**config.mk**
```make
export PLATFORM = sky130hd
export DESIGN_NAME = dual_spi_rd_master
export DESIGN_NICKNAME = d
export VERILOG_FILES = /design/src/rtl/dspi_pkg.sv /design/src/rtl/dspi_sck_gen.sv /design/src/rtl/dspi_rx_collect.sv /design/src/rtl/dual_spi_rd_master.sv
export SDC_FILE = /design/constraint.sdc
export NUM_CORES = 1
export LEC_CHECK = 0
export CAP_MARGIN = 20
export CORE_ASPECT_RATIO = 1.25
export CORE_MARGIN = 5
export CORE_UTILIZATION = 55
export CTS_BUF_LIST = sky130_fd_sc_hd__clkbuf_4 sky130_fd_sc_hd__clkbuf_8
export DETAILED_ROUTE_END_ITERATION = 10
export MAX_ROUTING_LAYER = met4
export PLACE_DENSITY = 0.9
export SLEW_MARGIN = 20
export SYNTH_ARGS = -nofsm -noshare
export SYNTH_HDL_FRONTEND = slang
export SYNTH_SLANG_ARGS = --single-unit
```
**constraint.sdc**
```tcl
create_clock -name clk -period 4 [get_ports clk]
set_input_delay 0.6 -clock clk [delete_from_list [all_inputs] [get_ports clk]]
set_output_delay 0.6 -clock clk [all_outputs]
set_load 0.05 [all_outputs]
```
**src/rtl/dspi_pkg.sv**
```systemverilog
package dspi_pkg;

    typedef enum logic [2:0] {
        PH_IDLE,
        PH_CMD,
        PH_ADDR,
        PH_MODE,
        PH_DUMMY,
        PH_DATA,
        PH_GAP
    } phase_e;

    localparam logic [7:0] CMD_ADDR_DUAL = 8'hBB;
    localparam logic [7:0] CMD_ADDR_ONE  = 8'h3B;

    localparam int ADDR_W          = 24;
    localparam int CMD_CLKS        = 8;
    localparam int ADDR_CLKS_DUAL  = ADDR_W / 2;
    localparam int ADDR_CLKS_ONE   = ADDR_W;
    localparam int MODE_CLKS       = 4;
    localparam int DUMMY_CLKS_DUAL = 4;
    localparam int DUMMY_CLKS_ONE  = 8;
    localparam int BYTE_CLKS       = 4;

endpackage

```
**src/rtl/dspi_sck_gen.sv**
```systemverilog
module dspi_sck_gen #(
    parameter int CLK_DIV = 4
) (
    input  logic clk,
    input  logic rst_n,
    input  logic run,
    input  logic hold_rise,
    output logic sck,
    output logic rise_evt,
    output logic fall_evt
);

    localparam int HALF = CLK_DIV / 2;
    localparam int DW   = $clog2(HALF) + 1;

    typedef struct packed {
        logic          sck;
        logic [DW-1:0] div;
    } gen_t;

    gen_t st_d, st_q;

    always_comb begin
        st_d     = st_q;
        rise_evt = 1'b0;
        fall_evt = 1'b0;
        if (!run) begin
            st_d.sck = 1'b0;
            st_d.div = '0;
        end else if (st_q.div == DW'(HALF - 1)) begin
            if (st_q.sck) begin
                fall_evt = 1'b1;
                st_d.sck = 1'b0;
                st_d.div = '0;
            end else if (!hold_rise) begin
                rise_evt = 1'b1;
                st_d.sck = 1'b1;
                st_d.div = '0;
            end
        end else begin
            st_d.div = st_q.div + 1'b1;
        end
    end

    always_ff @(posedge clk or negedge rst_n) begin
        if (!rst_n) st_q <= '0;
        else        st_q <= st_d;
    end

    assign sck = st_q.sck;


    hold_keeps_low_chk: assert property (@(posedge clk) disable iff (!rst_n)
        (run && hold_rise && !st_q.sck) |=> !st_q.sck);

endmodule

```
**src/rtl/dspi_rx_collect.sv**
```systemverilog
module dspi_rx_collect (
    input  logic       clk,
    input  logic       rst_n,
    input  logic       capture,
    input  logic       last_pair,
    input  logic       io1_i,
    input  logic       io0_i,
    input  logic       rd_ready,
    output logic [7:0] rd_data,
    output logic       rd_valid,
    output logic       stall
);

    typedef struct packed {
        logic [5:0] acc;
        logic [7:0] data;
        logic       valid;
    } rx_t;

    rx_t st_d, st_q;

    always_comb begin
        st_d = st_q;
        if (st_q.valid && rd_ready) st_d.valid = 1'b0;
        if (capture) begin
            st_d.acc = {st_q.acc[3:0], io1_i, io0_i};
            if (last_pair) begin
                st_d.data  = {st_q.acc, io1_i, io0_i};
                st_d.valid = 1'b1;
            end
        end
    end

    always_ff @(posedge clk or negedge rst_n) begin
        if (!rst_n) st_q <= '0;
        else        st_q <= st_d;
    end

    assign rd_data  = st_q.data;
    assign rd_valid = st_q.valid;
    assign stall    = st_q.valid && !rd_ready;


    out_hold_chk: assert property (@(posedge clk) disable iff (!rst_n)
        (rd_valid && !rd_ready) |=> (rd_valid && $stable(rd_data)));


    no_overwrite_chk: assert property (@(posedge clk) disable iff (!rst_n)
        (capture && last_pair) |-> !stall);

endmodule

```
**src/rtl/dual_spi_rd_master.sv**
```systemverilog
module dual_spi_rd_master
    import dspi_pkg::*;
#(
    parameter int CLK_DIV = 4,
    parameter int LEN_W   = 16,
    parameter int CSH_MIN = 4
) (
    input  logic              clk,
    input  logic              rst_n,
    input  logic              mode_sel,
    input  logic              req_valid,
    output logic              req_ready,
    input  logic [23:0]       req_addr,
    input  logic [LEN_W-1:0]  req_len,
    output logic              rd_valid,
    input  logic              rd_ready,
    output logic [7:0]        rd_data,
    output logic              spi_cs_n,
    output logic              spi_sck,
    output logic              io0_o,
    output logic              io0_oe,
    input  logic              io0_i,
    output logic              io1_o,
    output logic              io1_oe,
    input  logic              io1_i
);

    localparam int SH_W = 8 + ADDR_W;
    localparam int CW   = $clog2(ADDR_CLKS_ONE);
    localparam int GW   = $clog2(CSH_MIN + 1);

    typedef struct packed {
        phase_e           phase;
        logic             mode;
        logic [SH_W-1:0]  sh;
        logic [CW-1:0]    cnt;
        logic [LEN_W-1:0] left;
        logic [GW-1:0]    gap;
        logic             cs_n;
    } seq_t;

    seq_t st_d, st_q;

    logic run, hold, rise, fall, capture, last_pair, stall, in_data;

    assign in_data   = (st_q.phase == PH_DATA);
    assign last_pair = (st_q.cnt == '0);
    assign run       = (st_q.phase != PH_IDLE) && (st_q.phase != PH_GAP);
    assign hold      = in_data && last_pair && stall;
    assign capture   = in_data && rise;

    dspi_sck_gen #(.CLK_DIV(CLK_DIV)) u_sck (
        .clk       (clk),
        .rst_n     (rst_n),
        .run       (run),
        .hold_rise (hold),
        .sck       (spi_sck),
        .rise_evt  (rise),
        .fall_evt  (fall)
    );

    dspi_rx_collect u_rx (
        .clk       (clk),
        .rst_n     (rst_n),
        .capture   (capture),
        .last_pair (last_pair),
        .io1_i     (io1_i),
        .io0_i     (io0_i),
        .rd_ready  (rd_ready),
        .rd_data   (rd_data),
        .rd_valid  (rd_valid),
        .stall     (stall)
    );

    always_comb begin
        st_d = st_q;
        unique case (st_q.phase)
            PH_IDLE: begin
                if (req_valid && req_len != '0) begin
                    st_d.phase = PH_CMD;
                    st_d.mode  = mode_sel;
                    st_d.sh    = {mode_sel ? CMD_ADDR_DUAL : CMD_ADDR_ONE, req_addr};
                    st_d.cnt   = CW'(CMD_CLKS - 1);
                    st_d.left  = req_len;
                    st_d.cs_n  = 1'b0;
                end
            end
            PH_CMD: begin
                if (fall) begin
                    st_d.sh = st_q.sh << 1;
                    if (last_pair) begin
                        st_d.phase = PH_ADDR;
                        st_d.cnt   = st_q.mode ? CW'(ADDR_CLKS_DUAL - 1) : CW'(ADDR_CLKS_ONE - 1);
                    end else begin
                        st_d.cnt = st_q.cnt - 1'b1;
                    end
                end
            end
            PH_ADDR: begin
                if (fall) begin
                    st_d.sh = st_q.mode ? (st_q.sh << 2) : (st_q.sh << 1);
                    if (last_pair) begin
                        st_d.phase = st_q.mode ? PH_MODE : PH_DUMMY;
                        st_d.cnt   = st_q.mode ? CW'(MODE_CLKS - 1) : CW'(DUMMY_CLKS_ONE - 1);
                    end else begin
                        st_d.cnt = st_q.cnt - 1'b1;
                    end
                end
            end
            PH_MODE: begin
                if (fall) begin
                    st_d.sh = st_q.sh << 2;
                    if (last_pair) begin
                        st_d.phase = PH_DUMMY;
                        st_d.cnt   = CW'(DUMMY_CLKS_DUAL - 1);
                    end else begin
                        st_d.cnt = st_q.cnt - 1'b1;
                    end
                end
            end
            PH_DUMMY: begin
                if (fall) begin
                    if (last_pair) begin
                        st_d.phase = PH_DATA;
                        st_d.cnt   = CW'(BYTE_CLKS - 1);
                    end else begin
                        st_d.cnt = st_q.cnt - 1'b1;
                    end
                end
            end
            PH_DATA: begin
                if (rise && last_pair) st_d.left = st_q.left - 1'b1;
                if (fall) begin
                    if (last_pair) begin
                        if (st_q.left == '0) begin
                            st_d.phase = PH_GAP;
                            st_d.cs_n  = 1'b1;
                            st_d.gap   = '0;
                        end else begin
                            st_d.cnt = CW'(BYTE_CLKS - 1);
                        end
                    end else begin
                        st_d.cnt = st_q.cnt - 1'b1;
                    end
                end
            end
            PH_GAP: begin
                if (st_q.gap == GW'(CSH_MIN - 1)) st_d.phase = PH_IDLE;
                else                              st_d.gap   = st_q.gap + 1'b1;
            end
            default: st_d.phase = PH_IDLE;
        endcase
    end

    always_ff @(posedge clk or negedge rst_n) begin
        if (!rst_n) begin
            st_q       <= '0;
            st_q.phase <= PH_IDLE;
            st_q.cs_n  <= 1'b1;
        end else begin
            st_q <= st_d;
        end
    end

    always_comb begin
        io0_o  = 1'b0;
        io1_o  = 1'b0;
        io0_oe = 1'b0;
        io1_oe = 1'b0;
        unique case (st_q.phase)
            PH_CMD: begin
                io0_o  = st_q.sh[SH_W-1];
                io0_oe = 1'b1;
            end
            PH_ADDR, PH_MODE: begin
                io0_oe = 1'b1;
                if (st_q.mode) begin
                    io1_oe = 1'b1;
                    io1_o  = st_q.sh[SH_W-1];
                    io0_o  = st_q.sh[SH_W-2];
                end else begin
                    io0_o  = st_q.sh[SH_W-1];
                end
            end
            default: ;
        endcase
    end

    assign req_ready = (st_q.phase == PH_IDLE);
    assign spi_cs_n  = st_q.cs_n;

    // Assertion support: consecutive cycles with chip select high, saturating
    logic [GW-1:0] hi_cnt_q;
    always_ff @(posedge clk or negedge rst_n) begin
        if (!rst_n)                             hi_cnt_q <= GW'(CSH_MIN);
        else if (!spi_cs_n)                     hi_cnt_q <= '0;
        else if (hi_cnt_q != GW'(CSH_MIN))      hi_cnt_q <= hi_cnt_q + 1'b1;
    end


    deselect_gap_chk: assert property (@(posedge clk) disable iff (!rst_n)
        $fell(spi_cs_n) |-> (hi_cnt_q >= GW'(CSH_MIN)));


    sck_only_selected_chk: assert property (@(posedge clk) disable iff (!rst_n)
        spi_sck |-> !spi_cs_n);


    one_line_no_io1_chk: assert property (@(posedge clk) disable iff (!rst_n)
        (!spi_cs_n && !st_q.mode) |-> !io1_oe);


    data_released_chk: assert property (@(posedge clk) disable iff (!rst_n)
        $rose(rd_valid) |-> (!io0_oe && !io1_oe));


    zero_len_chk: assert property (@(posedge clk) disable iff (!rst_n)
        (req_valid && req_ready && req_len == '0) |=> spi_cs_n);

endmodule

```
==> reports/results.txt <==
The tools report the violation count after the first detailed-route iteration as 317. Cells fill 68.0% of the core in the end. Relative to the synthesized area, the layout overhead comes to 20.9%.

The startpoint identified for the worst register-to-register timing path is st_q[4]. The run gives 249 uV as the worst vdd rail ir drop. The maximum count of clock buffers along a single path is 2. The pre-antenna-repair detailed-routing pass consisted of 8 iterations. The count of buffers added on input and output ports is 62. The logs give 0 for the initial antenna violation count and 2.56 ns for the arrival time of data at the critical path endpoint. TritonCTS built the clock tree.

The tools report the starting utilization of the core area as 56.2%. Global routing consumed, over all layers together, 22.3% of the routing resources. Traced cell by cell, the critical path runs through or3_1 > inv_1 > clkdlybuf4s50_1. At the pin with the least slew margin, the transition time is 0.920 ns. The final route contains 3682 vias. STA puts the critical path data required time at 3.40 ns. The number of hold violations in the final report was 0. The largest single stage delay on the critical path is 0.83 ns. In this run the number of H-tree levels came out at 3. The final layout contains 527 nets.

The area of the placeable core came out at 7400 um2. The floorplan has 35 rows. Count of flip-flops with a built-in enable after synthesis: 0. Global routing finished with a remaining overflow of 0.

The post-layout minimum cycle time is 3.16 ns, and the total setup buffers inserted after CTS is 0. STA classifies the critical path endpoint as an output pin. 0 antenna diodes ended up in the layout. In the finished design, the share of the clock period the worst path needs comes to 79.0%.

Entering global routing, the biggest net connects 80 pins. The cell area after synthesis came out at 4160 um2. The layout has 589 filler cells. The average routed wire per standard cell was 17.5 um. Most common cell after layout, fill and taps aside: sky130_fd_sc_hd__dfrtp_1. For this design the ratio of total power to cell area is 325 nW/um2. The die covers 9420 um2. The critical path class was flop to output pin. The synthesized design contains 79 register bits. The fraction of layout cells with a size suffix above 1 is 10.6%, and the final estimated routing congestion in global placement is 0.919. Based on the critical path, the design can be clocked at up to 0.317 GHz. The height of the die was 107 um; the wire length of the first global-routing pass was 16400 um.

The min-delay analysis places its worst path in the category input pin to asynchronous set/reset pin. The worst register-to-register path has a setup slack of 1.31 ns. Sequential area share after synthesis: 47.5%. Via count of the first global-routing pass: 3438. The average size of a mapped cell was 9.66 um2.

The logs give 79 for the number of sinks handled by clock tree synthesis and 1980 um2 for the area of the multi-input gates. The run gives 0.00748 ns as the worst clock skew. The wire-length estimate of the detail-placed layout is 6780 um.

The post-detailed-route count of antenna-violating nets came out at 0. 63 I/O pins were placed. The leakage dissipation is 2.01 nW. CTS placed an instance of sky130_fd_sc_hd__clkbuf_8 at the clock tree root. The final-report max-slew violation count was 0; the relative slew slack was 38.6%. The die extent in x works out to 87.8 um. After detailed routing, the number of vias per cell comes to 6.44. The flow ran to the end, and the final reports show no timing, DRC or antenna violations. Setup repair after global routing left no endpoint under its margin.

Summing all flip-flop and latch instances after layout gives 1980 um2. For this run, the number of Yosys warnings is 0. The number of nets handed over by synthesis was 483.

Max-cap violations in this run came to 0. For the post-route DRC violation count, the log shows 0. In the layout the commonest cells are 78 x sky130_fd_sc_hd__dfrtp_1, 61 x sky130_fd_sc_hd__clkdlybuf4s50_1, 52 x sky130_fd_sc_hd__a21oi_1, 50 x sky130_fd_sc_hd__nor2_1, 28 x sky130_fd_sc_hd__o21ai_0. After clock tree synthesis, the flow added hold-fix buffers numbering 0. The logs give 9990 um for the final wirelength and 431 for the gate count after technology mapping. The endpoint identified for the worst register-to-register timing path is st_q[14].

The clock reaches the later pin of the worst-skew pair after 0.34 ns. The clock input transition at the sequential cells of the worst setup and hold paths came out at 0.08 ns. For this design, the slowest cell found on the critical path is sky130_fd_sc_hd__clkdlybuf4s50_1. In this run the worst path has a maximum fanout of 17.

The number of cell instances on the worst register-to-register path works out to 7. The kind of start point of the critical path is a flop. After routing, the total negative slack on setup checks comes to 0 ns.

The most used flip-flop cell after synthesis is sky130_fd_sc_hd__dfrtp_1. Once the clock tree was built, the resizer swapped 0 gates to a different size. The number of buffers created by CTS was 9.

The run gives 55 as the unique cell type count in the Yosys netlist. Async set-reset flop share out of synthesis: 100%. For the total of endpoints with negative setup slack in the final report, the log shows 0.
## layout make-up
| class | instances | area share, % |
|---|---|---|
| Multi-Input combinational cell | 302 | 39.4 |
| Timing Repair Buffer | 69 | 14.1 |
| Sequential cell | 79 | 39.3 |
| Clock inverter | 6 | 1.22 |
| Clock buffer | 10 | 2.61 |
| Inverter | 14 | 1.04 |
| Tap cell | 92 | 2.29 |
## critical path: cells and delay by family (launching register included)
| family | cells | cell delay [ns] |
|---|---|---|
| buffers and inverters | 2 | 1.02 |
| DFF | 1 | 0.59 |
| and+or+nand+nor | 1 | 0.61 |
## cell usage after synthesis (2+ instances only)
cell / count / area (um2)
sky130_fd_sc_hd__nor4_1: 3 / 18.8
sky130_fd_sc_hd__and3_1: 2 / 12.5
sky130_fd_sc_hd__or3_1: 5 / 31.3
sky130_fd_sc_hd__nor2b_1: 2 / 12.5
sky130_fd_sc_hd__a311oi_1: 2 / 17.5
sky130_fd_sc_hd__nand3b_1: 2 / 15.0
sky130_fd_sc_hd__a32oi_1: 2 / 17.5
sky130_fd_sc_hd__dfrtp_1: 78 / 1950
sky130_fd_sc_hd__nor3_1: 12 / 60.1
sky130_fd_sc_hd__o31a_1: 2 / 17.5
sky130_fd_sc_hd__nand4_1: 3 / 18.8
sky130_fd_sc_hd__buf_2: 7 / 35.0
sky130_fd_sc_hd__a22oi_1: 11 / 82.6
sky130_fd_sc_hd__o21bai_1: 2 / 15.0
sky130_fd_sc_hd__nor3b_1: 3 / 22.5
sky130_fd_sc_hd__nand2b_1: 3 / 18.8
sky130_fd_sc_hd__nor2_1: 51 / 191
sky130_fd_sc_hd__o22a_1: 2 / 17.5
sky130_fd_sc_hd__a21oi_1: 52 / 260
sky130_fd_sc_hd__nand3_1: 2 / 10.0
sky130_fd_sc_hd__ha_1: 5 / 62.6
sky130_fd_sc_hd__clkbuf_1: 21 / 78.8
sky130_fd_sc_hd__and3b_1: 3 / 26.3
sky130_fd_sc_hd__o41ai_1: 2 / 17.5
sky130_fd_sc_hd__o31ai_1: 2 / 15.0
sky130_fd_sc_hd__buf_4: 8 / 60.1
sky130_fd_sc_hd__inv_1: 14 / 52.6
sky130_fd_sc_hd__a31oi_1: 7 / 43.8
sky130_fd_sc_hd__o21a_1: 2 / 15.0
sky130_fd_sc_hd__nand2_1: 18 / 67.6
sky130_fd_sc_hd__or4_1: 6 / 45.0
sky130_fd_sc_hd__o21ai_0: 28 / 140
sky130_fd_sc_hd__o21ai_1: 2 / 10.0
sky130_fd_sc_hd__a222oi_1: 23 / 230
sky130_fd_sc_hd__o211ai_1: 6 / 45.0
sky130_fd_sc_hd__mux2_2: 19 / 214
## cell families after synthesis
logic type / after synthesis / share of synthesized area (%)
muxes: 20 / 5.41
AOI/OAI and AO/OA: 156 / 25.5
DFF: 79 / 47.5
adders and majority gates: 5 / 1.50
buffers and inverters: 50 / 5.44
xor gates and xnor gates: 1 / 0.211
and+or+nand+nor: 120 / 14.4
## routing by layer
metal / routed length [um] / GRT usage (%) / share of wire [%] / vias to the layer above
li1: - / - / - / 1725
met1: 4110 / 27.7 / 41 / 1762
met2: 5070 / 36.8 / 51 / 182
met3: 692 / 4.82 / 6.9 / 13
met4: 121 / 5.92 / 1.2 / 0
met5: 0 / - / 0 / -
## sequential cells by signal, indices dropped and copies added (netlist names)
name,flops
st_q,60
u_rx.rd_data,8
u_rx.st_q,6
u_sck.st_q,2
spi_cs_n,1
u_rx.rd_valid,1
u_sck.sck,1
## stage by stage
step / total power (W) / area [um2] / hold slack [ns] / setup WS, ns / instances
after global routing: 0.00171 / 5030 / 0.167 / 0.738 / 572
after global placement: 0.00106 / 4780 / 0.473 / 0.653 / 554
final: 0.00164 / 5030 / 0.160 / 0.841 / 572
after floorplan: 0.000977 / 4160 / 0.304 / 1.43 / 431
after CTS: 0.00165 / 4970 / 0.448 / 0.861 / 570
after detailed placement: 0.00107 / 4780 / 0.479 / 0.592 / 554
## power by group
part	leakage (nW)	switching (W)	internal (W)	total [W]
logic	0.937	0.0000961	0.0000923	0.000188
registers	0.976	0.0000345	0.000837	0.000871
clock network	0.0994	0.000283	0.000293	0.000576
## worst max path at each step
| stage | to | cells past startpoint | from |
|---|---|---|---|
| finish | req_ready | 3 | st_q[60] |
| global route | req_ready | 3 | st_q[60] |
| CTS | req_ready | 3 | st_q[60] |
| detailed placement | st_q[40] | 6 | req_len[0] |
| global placement | st_q[56] | 6 | req_len[0] |
| floorplan | st_q[41] | 6 | req_len[0] |
Note: power is estimated with default switching activity, not from simulation.
